--- src/rtl/i2c_event_master.sv ---
module i2c_event_master (
  input  logic       clk,
  input  logic       rst_n,
  input  logic       wr_en,
  input  logic [1:0] wr_sel,
  input  logic [7:0] wr_data,
  output logic [7:0] ctrl_o,
  output logic [7:0] status_o,
  output logic [7:0] data_o,
  output logic       irq_o,
  input  logic       scl_in,
  input  logic       sda_in,
  output logic       scl_drive_low,
  output logic       sda_drive_low
);
  localparam logic [7:0] S_START = 8'h08, S_RSTART = 8'h10, S_AW_ACK = 8'h18, S_AW_NAK = 8'h20;
  localparam logic [7:0] S_DW_ACK = 8'h28, S_DW_NAK = 8'h30, S_LOST = 8'h38, S_AR_ACK = 8'h40;
  localparam logic [7:0] S_AR_NAK = 8'h48, S_DR_ACK = 8'h50, S_DR_NAK = 8'h58, S_IDLE = 8'hF8;

  typedef enum logic [2:0] {ST_IDLE, ST_START, ST_RSTART, ST_BIT, ST_STOP, ST_HOLD} st_t;
  st_t st;

  logic       en, start_req, stop_req, flag, ack_en;
  logic [2:0] rate;
  logic [7:0] dat, reload, status, shreg;
  logic [1:0] ph;
  logic [14:0] cnt;
  logic [3:0] bitn;
  logic       samp, rd_mode, is_addr, addr_next, busy;
  logic       scl_q, sda_q, sda_p, sda_last;
  logic       scl_drv, sda_drv;

  logic [8:0]  tspan;
  logic [14:0] div, cnt_load;
  logic [1:0]  ph_in;
  logic        rx_byte, bitlow;
  logic [7:0]  end_code;

  assign tspan = 9'd256 - {1'b0, reload};
  always_comb begin
    case (rate)
      3'd0: div = 15'd128;
      3'd1: div = 15'd112;
      3'd2: div = 15'd96;
      3'd3: div = 15'd80;
      3'd4: div = 15'd480;
      3'd5: div = 15'd60;
      3'd6: div = 15'd30;
      default: div = {tspan, 6'b0} + {1'b0, tspan, 5'b0};
    endcase
  end

  assign ph_in    = ph + 2'd1;
  assign cnt_load = {2'b0, div[14:2]} + {14'd0, (ph_in < div[1:0])} - 15'd1;
  assign rx_byte  = rd_mode & ~is_addr;
  assign bitlow   = bitn[3] ? (rx_byte & ack_en) : (~rx_byte & ~shreg[7]);
  assign end_code = is_addr ? (rd_mode ? (samp ? S_AR_NAK : S_AR_ACK) : (samp ? S_AW_NAK : S_AW_ACK))
                  : rx_byte ? (ack_en ? S_DR_ACK : S_DR_NAK)
                  : (samp ? S_DW_NAK : S_DW_ACK);

  always_comb begin
    case (st)
      ST_START:  begin scl_drv = 1'b0;      sda_drv = ph[1];       end
      ST_RSTART: begin scl_drv = (ph == 0); sda_drv = ph[1];       end
      ST_STOP:   begin scl_drv = (ph == 0); sda_drv = (ph != 2'd3); end
      ST_BIT:    begin scl_drv = ~ph[1];    sda_drv = bitlow;      end
      ST_HOLD:   begin scl_drv = 1'b1;      sda_drv = sda_last;    end
      default:   begin scl_drv = 1'b0;      sda_drv = 1'b0;        end
    endcase
  end

  assign scl_drive_low = scl_drv;
  assign sda_drive_low = sda_drv;
  assign ctrl_o   = {rate, en, start_req, stop_req, flag, ack_en};
  assign status_o = status;
  assign data_o   = dat;
  assign irq_o    = flag;

  always_ff @(posedge clk or negedge rst_n) begin
    if (!rst_n) begin
      st <= ST_IDLE; en <= 1'b0; start_req <= 1'b0; stop_req <= 1'b0; flag <= 1'b0;
      ack_en <= 1'b0; rate <= 3'd0; dat <= 8'h00; reload <= 8'h00; status <= S_IDLE;
      shreg <= 8'h00; ph <= 2'd3; cnt <= '0; bitn <= 4'd0; samp <= 1'b1;
      rd_mode <= 1'b0; is_addr <= 1'b0; addr_next <= 1'b0; busy <= 1'b0;
      scl_q <= 1'b1; sda_q <= 1'b1; sda_p <= 1'b1; sda_last <= 1'b0;
    end else begin
      scl_q <= scl_in;
      sda_q <= sda_in;
      sda_p <= sda_q;
      if (scl_q && sda_p && !sda_q) busy <= 1'b1;
      else if (scl_q && !sda_p && sda_q) busy <= 1'b0;
      if (st != ST_HOLD) sda_last <= sda_drv;

      if (wr_en) begin
        case (wr_sel)
          2'd0: begin
            ack_en <= wr_data[0]; flag <= flag & wr_data[1]; stop_req <= wr_data[2];
            start_req <= wr_data[3]; en <= wr_data[4]; rate <= wr_data[7:5];
          end
          2'd1: dat <= wr_data;
          2'd2: reload <= wr_data;
          default: ;
        endcase
      end

      if (!en) begin
        st <= ST_IDLE;
        ph <= 2'd3;
      end else begin
        case (st)
          ST_IDLE:
            if (start_req && !flag && !busy && scl_q && sda_q) begin
              st <= ST_START; ph <= 2'd0; cnt <= cnt_load;
            end
          ST_HOLD:
            if (!flag) begin
              ph <= 2'd0; cnt <= cnt_load;
              if (stop_req) st <= ST_STOP;
              else if (start_req) st <= ST_RSTART;
              else begin
                st <= ST_BIT; bitn <= 4'd0; shreg <= dat;
                is_addr <= addr_next; addr_next <= 1'b0;
                if (addr_next) rd_mode <= dat[0];
              end
            end
          default:
            if (cnt != 0) cnt <= cnt - 15'd1;
            else if (st == ST_BIT && ph == 2'd2 && !bitn[3] && !rx_byte && shreg[7] && !sda_q) begin
              st <= ST_IDLE; ph <= 2'd3; flag <= 1'b1; status <= S_LOST;
            end else begin
              if (st == ST_BIT && ph == 2'd2) samp <= sda_q;
              ph <= ph_in; cnt <= cnt_load;
              if (ph == 2'd3) begin
                case (st)
                  ST_START:  begin st <= ST_HOLD; flag <= 1'b1; status <= S_START;  addr_next <= 1'b1; end
                  ST_RSTART: begin st <= ST_HOLD; flag <= 1'b1; status <= S_RSTART; addr_next <= 1'b1; end
                  ST_STOP:   begin st <= ST_IDLE; status <= S_IDLE; stop_req <= 1'b0; end
                  default:
                    if (!bitn[3]) begin
                      bitn <= bitn + 4'd1; shreg <= {shreg[6:0], samp};
                    end else begin
                      st <= ST_HOLD; flag <= 1'b1; status <= end_code;
                      if (rx_byte) dat <= shreg;
                    end
                endcase
              end
            end
        endcase
      end
    end
  end

  p_stall_r3: assert property (@(posedge clk) disable iff (!rst_n)
    flag |-> (scl_drv || st == ST_IDLE));

  p_sda_steady_r10: assert property (@(posedge clk) disable iff (!rst_n)
    (st == ST_BIT && !scl_drv && $past(st == ST_BIT && !scl_drv)) |-> $stable(sda_drv));

  p_start_free_r2: assert property (@(posedge clk) disable iff (!rst_n)
    (st == ST_START && $past(st == ST_IDLE)) |-> !$past(busy));

  p_stop_done_r8: assert property (@(posedge clk) disable iff (!rst_n)
    $past(en && st == ST_STOP && ph == 2'd3 && cnt == 0) |-> (st == ST_IDLE && !stop_req && status == S_IDLE));

  p_lost_release_r11: assert property (@(posedge clk) disable iff (!rst_n)
    (flag && status == S_LOST) |-> (!scl_drv && !sda_drv));

  p_cfg_kept_r12: assert property (@(posedge clk) disable iff (!rst_n)
    !(wr_en && wr_sel == 2'd0) |=> $stable({en, rate}));
endmodule

--- config.mk ---
export PLATFORM = sky130hd
export DESIGN_NAME = i2c_event_master
export DESIGN_NICKNAME = d
export VERILOG_FILES = /design/src/rtl/i2c_event_master.sv
export SDC_FILE = /design/constraint.sdc
export NUM_CORES = 1
export LEC_CHECK = 0
export ABC_CLOCK_PERIOD_IN_PS = 5350
export CAP_MARGIN = 20
export CORE_UTILIZATION = 65
export DETAILED_ROUTE_END_ITERATION = 10
export DONT_BUFFER_PORTS = 1
export PLACE_DENSITY = 0.92
export SLEW_MARGIN = 10
export SYNTH_ARGS = -nofsm -noshare
export SYNTH_HDL_FRONTEND = slang
export SYNTH_SLANG_ARGS = --single-unit
export TNS_END_PERCENT = 5
--- constraint.sdc ---
create_clock -name clk -period 5.35 [get_ports clk]
set_clock_uncertainty 0.1 [all_clocks]
set_input_delay 0.2675 -clock clk [delete_from_list [all_inputs] [get_ports clk]]
set_output_delay 0.2675 -clock clk [all_outputs]
set_load 0.01 [all_outputs]
==> results.sh, run 1 <==
export IMPL_cts_sinks=70
export IMPL_wl_per_cell_um=17.97
export IMPL_synth_mux_area_share_pct=6.828
export IMPL_grt_max_degree=71
export IMPL_crit_fanout=11
export IMPL_maxCapViolCount=0
export IMPL_fin_crit_ps=3664
export IMPL_port_buffers=0
export IMPL_async_reset_ff_share_pct=100.0
export IMPL_p_sw_mw=1.157
export IMPL_drt_iter0_markers=399
export IMPL_num_rows=30
export IMPL_synth_seq_area_share_pct=37.49
export IMPL_use_met1_pct=42.36
export IMPL_rr_endpoint="cnt[12]$_DFFE_PN0P_"
export IMPL_grt_pass1_vias=3777
export IMPL_synthMostInstantiatedCell="nand2_1"
export IMPL_holdBufCountCts=12
export IMPL_fin_hold_ws_ps=10.62
export IMPL_dp_cells=599
export IMPL_dieArea_um2=7590
export IMPL_irDropWorstVdd_mv=0.3073
export IMPL_startpoint_type="flip-flop"
export IMPL_synth_xor_area_share_pct=3.905
export IMPL_antennaDiodeCount=0
export IMPL_layout_worst_path_cycle_share_pct=68.48
export IMPL_pwr_density_cell_nw_per_um2=513.2
export IMPL_core_area_um2=6907
export IMPL_synthFlopType="dfrtp_1"
export IMPL_power_mw=2.538
export IMPL_r2r_slack_ps=1690
export IMPL_worst_r2r_cell_count=11
export IMPL_p_sw_share_pct=45.60
export IMPL_grt_overflow_total=0
export IMPL_place_gp_congestion=0.8996
export IMPL_clk_pin_slew_ps=80
export IMPL_p_clk_share_pct=17.7
export IMPL_postSynthAreaPerCell_um2=8.852
export IMPL_synth_top_family_by_area="simple AND/OR/NAND/NOR gates"
export IMPL_dpl_hpwl_um=7780
export IMPL_dpl_cell_area_um2=4606
export IMPL_worstHoldPathCells=2
export IMPL_min_from="wr_data[0]"
export IMPL_crit_path_end_kind="flip-flop"
export IMPL_cts_root_buf="clkbuf_8"
export IMPL_p_int_mw=1.381
export IMPL_drive_gt1_share_pct=12.81
export IMPL_grtUsageTotal_pct=31.74
export IMPL_whs_endpoint="data_o[0]$_DFF_PN0_"
export IMPL_post_place_ws_ps=1732
export IMPL_stdcell_area_um2=4946
export IMPL_busiest_layer="met2"
export IMPL_pwr_share_seq_pct=37.1
export IMPL_yosysTopAreaCell="dfrtp_1"
export IMPL_die_h_um=87.12
export IMPL_ant_nets=0
export IMPL_drc_errors=0
export IMPL_syn_area_um2=4710
export IMPL_ys_ff_latch=70
export IMPL_clock_latency_ps=360
export IMPL_postSynthCellCount=532
export IMPL_yosys_top_cells_count="nand2_1 (60), dfrtp_1 (59), nor2_1 (50)"
export IMPL_areaGrowthSynthToFinish_pct=5.021
export IMPL_vias=4063
export IMPL_synth_top_area_share_pct=31.35
export IMPL_post_cts_setup_buffers=0
export IMPL_synth_edff_count=0
export IMPL_synth_compound_area_share_pct=18.84
export IMPL_cts_htree_levels=3
export IMPL_timing_rr_start="reload[0]$_DFFE_PN0P_"
export IMPL_cts_tree="yes"
export IMPL_fin_nets=559
export IMPL_max_slew_margin_pct=40.40
export IMPL_cts_resized=0
export IMPL_synth_fa_ha_area_share_pct=4.942
export IMPL_synth_warnings=0
export IMPL_cp_arrival_ps=3800
export IMPL_max_freq_ghz=0.2729
export IMPL_grtUsageMet3_pct=7.867
export IMPL_vias_per_cell=6.480
export IMPL_worstMarginPinSlew_ps=893.9
export IMPL_status="finished, final reports clean"
export IMPL_antenna_found_initial=0
export IMPL_numCtsBuffers=9
export IMPL_start_util_pct=68.19
export IMPL_grt_pass1_wl_um=18590
export IMPL_hold_viol_final=0
export IMPL_path_class="reg -> reg"
export IMPL_grt_use_met2_pct=49.82
export IMPL_synthSimpleGateAreaFrac_pct=20.83
export IMPL_tns_ps=0
export IMPL_fin_ws_ps=1686
export IMPL_cts_buffer_depth=2
export IMPL_min_path_type="in -> reg"
export IMPL_rsz0062_at_grt="no"
export IMPL_p_comb_share_pct=45.3
export IMPL_synth_distinct_cells=71
export IMPL_setup_violations=0
export IMPL_routed_wl_um=11270
export IMPL_worstPathRequired_ps=5480
export IMPL_drt_pass1_iterations=6
export IMPL_io_pins=42
export IMPL_chipWidth_um=87.12
export IMPL_postLayoutCoreUtil_pct=71.61
export IMPL_p_leak_nw=2.096
export IMPL_yosys_top_cells_area="dfrtp_1 (31%), dfstp_2 (6.1%), o21ai_0 (5.0%)"
export IMPL_final_cells=627
export IMPL_slew_viol_final=0
routing by layer:
| layer | share of wire [%] | vias up |
|---|---|---|
| met3 | 8.1 | 41 |
| met2 | 47 | 224 |
| met1 | 42 | 1928 |
| li1 | - | 1870 |
| met5 | 0 | - |
| met4 | 2.8 | 0 |
power groups by stage:
| stage | clock network [mW] | registers (mW) | logic, mW |
|---|---|---|---|
| after global placement | 0 | 0.926 | 1.04 |
| after CTS | 0.446 | 0.934 | 1.13 |
| after floorplan | 0 | 0.841 | 1.00 |
| final | 0.448 | 0.941 | 1.15 |
| after global routing | 0.469 | 0.968 | 1.28 |
| after detailed placement | 0 | 0.944 | 1.10 |
final cells by class:
type                            count  area, um2
Multi-Input combinational cell    406       2618
Tap cell                           96      120.1
Clock buffer                        9      123.9
Timing Repair Buffer               13      142.6
Inverter                           26      97.59
Sequential cell                    70       1765
Fill cell                         481       1961
Clock inverter                      7      78.83
how the worst max path moves through the flow:
| stage | startpoint | endpoint | slack, ps | cells past startpoint |
|---|---|---|---|---|
| after floorplan | reload[0]$_DFFE_PN0P_ | cnt[12]$_DFFE_PN0P_ | 2210 | 13 |
| final | reload[0]$_DFFE_PN0P_ | cnt[12]$_DFFE_PN0P_ | 1690 | 11 |
| after global routing | reload[0]$_DFFE_PN0P_ | cnt[12]$_DFFE_PN0P_ | 1490 | 11 |
| after global placement | reload[0]$_DFFE_PN0P_ | cnt[12]$_DFFE_PN0P_ | 2020 | 12 |
| after CTS | reload[0]$_DFFE_PN0P_ | cnt[12]$_DFFE_PN0P_ | 1740 | 11 |
| after detailed placement | reload[0]$_DFFE_PN0P_ | cnt[12]$_DFFE_PN0P_ | 1730 | 11 |
critical path: stages, from the launching register on:
cell and delay [ps]:
dfrtp_1 570, inv_1 80, ha_1 310, xnor2_1 350, fa_1 490, nor3_2 220, o21ai_0 230, nor4b_2 430
nand2_1 190, nor4_2 300, xor2_1 180, a21oi_1 80
layout by cell type (no fill, tap or decap), drive strengths merged, types with 2 or more instances in the layout:
cell,count
a21o,4
a21oi,37
a22o,2
a31oi,13
a41oi,4
and2,3
and3,7
buf,2
clkbuf,9
clkinv,3
conb,3
dfrtp,59
dfstp,11
dlygate4sd3,11
ha,17
inv,29
mux2,17
mux2i,13
nand2,62
nand2b,7
nand3,12
nand3b,4
nor2,50
nor2b,3
nor3,18
nor3b,3
nor4,8
nor4b,4
o211ai,2
o21a,4
o21ai,51
o21bai,2
o22ai,7
o2bb2ai,2
o31ai,3
o32ai,3
or2,3
xnor2,10
xor2,11
cell families after synthesis:
family	Yosys count
flip-flops	70
adder cells (fa/ha/maj)	18
XOR/XNOR	21
AO/OA/AOI/OAI	146
AND/OR/NAND/NOR	188
multiplexers	30
buffers and inverters	58
other	1
state kept, by name, indices dropped and copies added, names as in the netlist, 2 cells and up:
signal / flops
shreg: 8
st: 3
ph: 2
data_o: 8
bitn: 4
reload: 8
cnt: 15
rate: 3
status_o: 5
Note: power is estimated with default switching activity, not from simulation.
==> run 2, diff against run 1 <==
--- a/config.mk
+++ b/config.mk
@@ -5,12 +5,12 @@
 export SDC_FILE = /design/constraint.sdc
 export NUM_CORES = 1
 export LEC_CHECK = 0
-export ABC_CLOCK_PERIOD_IN_PS = 5350
+export ABC_CLOCK_PERIOD_IN_PS = 3200
 export CAP_MARGIN = 20
-export CORE_UTILIZATION = 65
+export CORE_UTILIZATION = 58
 export DETAILED_ROUTE_END_ITERATION = 10
 export DONT_BUFFER_PORTS = 1
-export PLACE_DENSITY = 0.92
+export PLACE_DENSITY = 0.87
 export SLEW_MARGIN = 10
 export SYNTH_ARGS = -nofsm -noshare
 export SYNTH_HDL_FRONTEND = slang
==> constraint.sdc (replaced) <==
create_clock -name clk -period 3.2 [get_ports clk]
set_clock_uncertainty 0.1 [all_clocks]
set_input_delay 0.16 -clock clk [delete_from_list [all_inputs] [get_ports clk]]
set_output_delay 0.16 -clock clk [all_outputs]
set_load 0.01 [all_outputs]
==> results.sh, run 2 (synthesis results as in run 1) <==
export IMPL_stdcell_area_um2=5220
export IMPL_slew_viol_final=0
export IMPL_cp_arrival_ps=3200
export IMPL_routed_wl_um=11740
export IMPL_dpl_hpwl_um=7911
export IMPL_clock_latency_ps=350
export IMPL_grt_max_degree=71
export IMPL_port_buffers=0
export IMPL_fin_nets=575
export IMPL_antennaDiodeCount=0
export IMPL_p_sw_share_pct=44.26
export IMPL_p_int_mw=2.541
export IMPL_vias=4131
export IMPL_drive_gt1_share_pct=18.10
export IMPL_whs_endpoint="rate[2]$_DFFE_PN0P_"
export IMPL_cts_buffer_depth=2
export IMPL_worst_r2r_cell_count=12
export IMPL_max_slew_margin_pct=50.10
export IMPL_maxCapViolCount=0
export IMPL_start_util_pct=60.32
export IMPL_numCtsBuffers=9
export IMPL_layout_common_cells="nand2_1 (59), dfrtp_1 (58), nor2_1 (50)"
export IMPL_pwr_density_cell_nw_per_um2=873.3
export IMPL_post_place_ws_ps=1.312
export IMPL_core_area_um2=7807
export IMPL_dpl_cell_area_um2=4721
export IMPL_worstHoldPathCells=3
export IMPL_r2r_slack_ps=140
export IMPL_crit_fanout=5
export IMPL_layout_worst_path_cycle_share_pct=95.74
export IMPL_slowest_delay_ps=480
export IMPL_min_from="wr_sel[0]"
export IMPL_min_path_type="in -> reg"
export IMPL_worstMarginPinSlew_ps=741.7
export IMPL_top_register="cnt"
export IMPL_status="finished, final reports clean"
export IMPL_cp_cell_sequence="nor3_4 -> nand2_2 -> xor2_2 -> ha_4 -> a211o_1 -> a41oi_1 -> o31a_1 -> nor2_1 -> xor2_2 -> nor4_4 -> xor2_1 -> a21oi_1"
export IMPL_grtUsageTotal_pct=28.20
export IMPL_chipWidth_um=92.11
export IMPL_antenna_found_initial=0
export IMPL_grt_overflow_total=0
export IMPL_grt_pass1_wl_um=18930
export IMPL_path_class="reg -> reg"
export IMPL_rsz0062_at_grt="yes"
export IMPL_p_sw_mw=2.017
export IMPL_cts_sinks=70
export IMPL_postLayoutCoreUtil_pct=66.86
export IMPL_max_freq_ghz=0.3264
export IMPL_dieArea_um2=8484
export IMPL_die_h_um=92.11
export IMPL_io_pins=42
export IMPL_fin_crit_ps=3064
export IMPL_cts_root_buf="clkbuf_8"
export IMPL_crit_path_end_kind="flip-flop"
export IMPL_pwr_share_seq_pct=33.7
export IMPL_irDropWorstVdd_mv=0.4557
export IMPL_grt_pass1_vias=3938
export IMPL_startpoint_type="flip-flop"
export IMPL_fin_ws_ps=136.3
export IMPL_wl_per_cell_um=18.10
export IMPL_num_rows=32
export IMPL_final_common_cell="nand2_1"
export IMPL_timing_rr_start="reload[4]$_DFFE_PN0P_"
export IMPL_p_comb_share_pct=48.3
export IMPL_hold_viol_final=0
export IMPL_vias_per_cell=6.365
export IMPL_drt_pass1_iterations=5
export IMPL_slowest_stage="dfrtp_1"
export IMPL_power_mw=4.558
export IMPL_ant_nets=0
export IMPL_worstPathRequired_ps=3330
export IMPL_rr_endpoint="cnt[12]$_DFFE_PN0P_"
export IMPL_clk_pin_slew_ps=80
export IMPL_areaGrowthSynthToFinish_pct=10.84
export IMPL_cts_htree_levels=3
export IMPL_drc_errors=0
export IMPL_drt_iter0_markers=356
export IMPL_p_clk_share_pct=18.0
export IMPL_place_gp_congestion=0.9299
export IMPL_p_leak_nw=2.200
export IMPL_setup_violations=0
export IMPL_crit_top_cell="xor2_2"
export IMPL_cts_tree="yes"
export IMPL_tns_ps=0
export IMPL_largest_register_ff_count=15
==> run 2: cell count changes in the layout (fill, tap and decap cells not counted), moves of 2 or more <==
cell	previous run	this run
inv_6	3	1
ha_1	17	14
a21oi_2	0	2
xnor2_2	0	2
xor2_2	0	4
ha_4	0	2
xor2_1	11	7
buf_4	0	16
xnor2_1	10	8
a21oi_1	37	35
==> run 2: worst max-delay path by stage <==
stage | startpoint | endpoint | slack (ps) | cells after the start
final | reload[4]$_DFFE_PN0P_ | cnt[12]$_DFFE_PN0P_ | 140 | 12
after global routing | reload[1]$_DFFE_PN0P_ | cnt[12]$_DFFE_PN0P_ | -60 | 13
after CTS | reload[1]$_DFFE_PN0P_ | cnt[12]$_DFFE_PN0P_ | 1 | 13
after detailed placement | reload[0]$_DFFE_PN0P_ | cnt[12]$_DFFE_PN0P_ | 1 | 12
after global placement | reload[1]$_DFFE_PN0P_ | cnt[12]$_DFFE_PN0P_ | 180 | 14
after floorplan | reload[0]$_DFFE_PN0P_ | cnt[12]$_DFFE_PN0P_ | 60 | 13
==> run 2: through the flow <==
step	hold slack (ps)	std cells
2_1_floorplan	-235.6	534
3_3_place_gp	-233.5	619
3_5_place_dp	-233.0	619
4_1_cts	5.929	647
5_1_grt	114.4	649
6_report	112.2	649
==> run 2: metal layers <==
layer,track usage (%),up-vias,wire [um]
met5,0,-,0
met4,11.33,0,330
met3,5.224,34,728
met2,46.77,175,5776
met1,36.40,2025,4908
li1,-,1897,-
==> run 2: layout make-up <==
type | instances | area (um2)
multi-input cells | 406 | 2729
fillers | 578 | 2587
flip-flops and latches | 70 | 1767
repair buffers | 29 | 267.8
clock buffers | 10 | 137.6
well taps | 102 | 127.6
inverters | 26 | 97.59
clock inverters | 6 | 93.84
==> run 2: repair_timing <==
action	4_1_cts	5_1_grt
cloned	0	0
pin swaps	1	6
setup buffers	0	1
gates resized for setup	4	15
endpoints found under the setup margin	1	6
hold buffers	12	1
hold endpoints to repair	95	1
==> run 2: critical path: cells and delay by family (launching register included) <==
kind	cells	cell delay [ps]
AOI/OAI and AO/OA	4	720
and+or+nand+nor	4	790
adders and majority gates	1	260
xor gates and xnor gates	3	610
DFF	1	480
==> run 2: power by group through the flow <==
stage | clock [mW] | combinational, mW | sequential [mW]
6_report | 0.821 | 2.20 | 1.54
4_1_cts | 0.829 | 2.07 | 1.52
5_1_grt | 0.864 | 2.41 | 1.57
3_5_place_dp | 0 | 1.97 | 1.53
3_3_place_gp | 0 | 1.87 | 1.51
2_1_floorplan | 0 | 1.67 | 1.41
==> run 3, diff against run 2 <==
--- a/config.mk
+++ b/config.mk
@@ -5,9 +5,12 @@
 export SDC_FILE = /design/constraint.sdc
 export NUM_CORES = 1
 export LEC_CHECK = 0
+export ABC_AREA = 1
 export ABC_CLOCK_PERIOD_IN_PS = 3200
 export CAP_MARGIN = 20
+export CORE_MARGIN = 2
 export CORE_UTILIZATION = 58
+export CTS_CLUSTER_DIAMETER = 80
 export DETAILED_ROUTE_END_ITERATION = 10
 export DONT_BUFFER_PORTS = 1
 export PLACE_DENSITY = 0.87
==> results.sh, run 3 <==
export IMPL_grt_pass1_wl_um=19210
export IMPL_grt_pass1_vias=4144
export IMPL_drt_iter0_markers=377
export IMPL_pwr_density_cell_nw_per_um2=722.1
export IMPL_num_rows=32
export IMPL_startpoint_type="flip-flop"
export IMPL_syn_area_um2=4691
export IMPL_clk_pin_slew_ps=80
export IMPL_max_freq_ghz=0.3373
export IMPL_dp_cells=721
export IMPL_status="finished, final reports clean"
export IMPL_cts_htree_levels=3
export IMPL_slowest_delay_ps=440
export IMPL_cts_root_buf="clkbuf_8"
export IMPL_drt_pass1_iterations=5
export IMPL_vias_per_cell=5.851
export IMPL_numCtsBuffers=9
export IMPL_place_gp_congestion=0.9140
export IMPL_cts_sinks=70
export IMPL_wl_per_cell_um=15.62
export IMPL_routed_wl_um=11710
export IMPL_ys_ff_latch=70
export IMPL_yosysTopAreaCell="dfrtp_1"
export IMPL_irDropWorstVdd_mv=0.3346
export IMPL_setup_violations=0
export IMPL_final_common_cell="nand2_1"
export IMPL_synth_warnings=0
export IMPL_core_area_um2=7767
export IMPL_final_cells=750
export IMPL_largest_register_ff_count=15
export IMPL_worstPathRequired_ps=3380
export IMPL_drc_errors=0
export IMPL_maxCapViolCount=0
export IMPL_synthMostInstantiatedCell="nand2_1"
export IMPL_postSynthCellCount=633
export IMPL_fin_crit_ps=2965
export IMPL_p_leak_nw=2.384
export IMPL_clock_latency_ps=350
export IMPL_start_util_pct=60.39
export IMPL_areaGrowthSynthToFinish_pct=9.656
export IMPL_fin_nets=676
export IMPL_synthFlopType="dfrtp_1"
export IMPL_synth_seq_area_share_pct=37.64
export IMPL_cts_tree="yes"
export IMPL_fin_hold_ws_ps=195.0
export IMPL_cts_buffer_depth=2
export IMPL_path_class="reg -> reg"
export IMPL_ant_nets=0
export IMPL_grt_max_degree=71
export IMPL_layout_common_cells="nand2_1 (134), inv_1 (89), o21ai_0 (66)"
export IMPL_port_buffers=0
export IMPL_hold_viol_final=0
export IMPL_synth_edff_count=0
export IMPL_io_pins=42
export IMPL_crit_path_end_kind="flip-flop"
export IMPL_vias=4388
export IMPL_chipWidth_um=93.93
export IMPL_synth_top_area_share_pct=31.48
export IMPL_dieArea_um2=8823
export IMPL_top_register="cnt"
export IMPL_layout_worst_path_cycle_share_pct=92.64
export IMPL_dpl_hpwl_um=8607
export IMPL_antenna_found_initial=0
export IMPL_die_h_um=93.93
export IMPL_slowest_stage="dfrtp_1"
export IMPL_postSynthAreaPerCell_um2=7.410
export IMPL_min_path_type="in -> reg"
export IMPL_drive_gt1_share_pct=12.35
export IMPL_grtUsageTotal_pct=27.50
export IMPL_synth_distinct_cells=52
export IMPL_cp_cell_sequence="nor2_1 -> nand4_1 -> nor2_1 -> xnor2_1 -> ha_1 -> a21oi_1 -> nand3_1 -> nand2_1 -> nor2_2 -> nor2_1 -> nand4_1 -> a21boi_0"
export IMPL_crit_top_cell="nor2_1"
export IMPL_slew_viol_final=0
export IMPL_max_slew_margin_pct=48.64
export IMPL_cp_arrival_ps=3140
export IMPL_grt_overflow_total=0
export IMPL_yosys_top_cells_area="dfrtp_1 (31%), nand2_1 (11%), inv_1 (7.3%)"
export IMPL_yosys_top_cells_count="nand2_1 (135), inv_1 (91), o21ai_0 (67)"
export IMPL_antennaDiodeCount=0
export IMPL_worstMarginPinSlew_ps=770.3
export IMPL_crit_fanout=5
export IMPL_async_reset_ff_share_pct=100.0
run 3: cell types whose count changed in the layout (fill, tap and decap cells not counted), sizes merged, moves of 10 or more:
cell | previous run | this run
mux2 | 17 | 1
nand4 | 1 | 13
o21ai | 51 | 77
buf | 17 | 7
a31oi | 13 | 3
nor2 | 50 | 67
nand3 | 12 | 29
nand2 | 62 | 139
mux2i | 13 | 0
inv | 27 | 93
o211ai | 2 | 18
run 3: cell type report:
| class | instances | area (um2) |
|---|---|---|
| repair buffers | 18 | 182.7 |
| fillers | 641 | 2624 |
| clock inverters | 6 | 70.07 |
| inverters | 92 | 345.3 |
| clock buffers | 10 | 127.6 |
| well taps | 102 | 127.6 |
| flip-flops and latches | 70 | 1767 |
| multi-input cells | 452 | 2524 |
run 3: timing repair:
action                                  CTS  global route
gates resized for setup                   0            17
buffers inserted                          0             1
hold endpoints to repair                 96             0
endpoints found under the setup margin    0             6
hold buffers                             12             0
run 3: final timing paths:
| kind | from | end | slack (ps) | cells past startpoint |
|---|---|---|---|---|
| worst min-delay path | wr_en | ack_en$_DFFE_PN0P_ | 190 | 3 |
| max in group asynchronous | rst_n | reload[2]$_DFFE_PN0P_ | 2410 | 2 |
| worst max-delay path | reload[3]$_DFFE_PN0P_ | cnt[13]$_DFFE_PN0P_ | 240 | 12 |
| worst min register to register | sda_q$_DFF_PN1_ | sda_p$_DFF_PN1_ | 300 | 0 |
| min in group asynchronous | rst_n | cnt[7]$_DFFE_PN0P_ | 220 | 2 |
| worst max register to register | reload[3]$_DFFE_PN0P_ | cnt[13]$_DFFE_PN0P_ | 240 | 12 |
run 3: where the power goes:
group	switching (mW)	total [mW]	internal (mW)	leakage [nW]
clock network	0.361	0.726	0.366	0.101
registers	0.215	1.30	1.09	0.855
logic	1.09	1.69	0.600	1.43
run 3: metal layers:
layer | vias up | global-route usage (%) | part of all wire (%)
li1 | 2111 | - | -
met1 | 2077 | 35.30 | 42
met2 | 177 | 46.85 | 49
met3 | 23 | 4.896 | 6.9
met4 | 0 | 9.420 | 1.9
met5 | - | 0 | 0
run 3: kinds of logic (layout without fill, tap and decap cells):
logic type / after synthesis / count (layout) / share of synthesized area (%)
multiplexers: 1 / 1 / 0.2400
buffers and inverters: 113 / 126 / 10.32
other: 1 / 3 / 0.07994
adder cells (fa/ha/maj): 18 / 18 / 4.961
AND/OR/NAND/NOR: 273 / 273 / 25.82
flip-flops: 70 / 70 / 37.64
AO/OA/AOI/OAI: 145 / 145 / 18.70
XOR/XNOR: 12 / 12 / 2.241
run 3: through the flow:
| stage | power (mW) | utilization, % | setup WS, ps | area, um2 | setup TNS (ps) |
|---|---|---|---|---|---|
| after floorplan | 2.504 | - | 351.1 | 4698 | 0 |
| after global placement | 2.786 | 60.82 | 216.3 | 4725 | 0 |
| after detailed placement | 2.864 | 60.82 | 47.73 | 4725 | 0 |
| after CTS | 3.622 | 65.14 | 40.10 | 5060 | 0 |
| after global routing | 3.977 | 66.22 | -18.78 | 5144 | -20.25 |
| final | 3.714 | 66.22 | 235.4 | 5144 | 0 |
run 3: critical path: cells and delay by family, from the launching register on:
kind	cells	cell delay, ps
XOR/XNOR	1	210
AO/OA/AOI/OAI	2	490
adder cells (fa/ha/maj)	1	350
AND/OR/NAND/NOR	8	1300
flip-flops	1	440
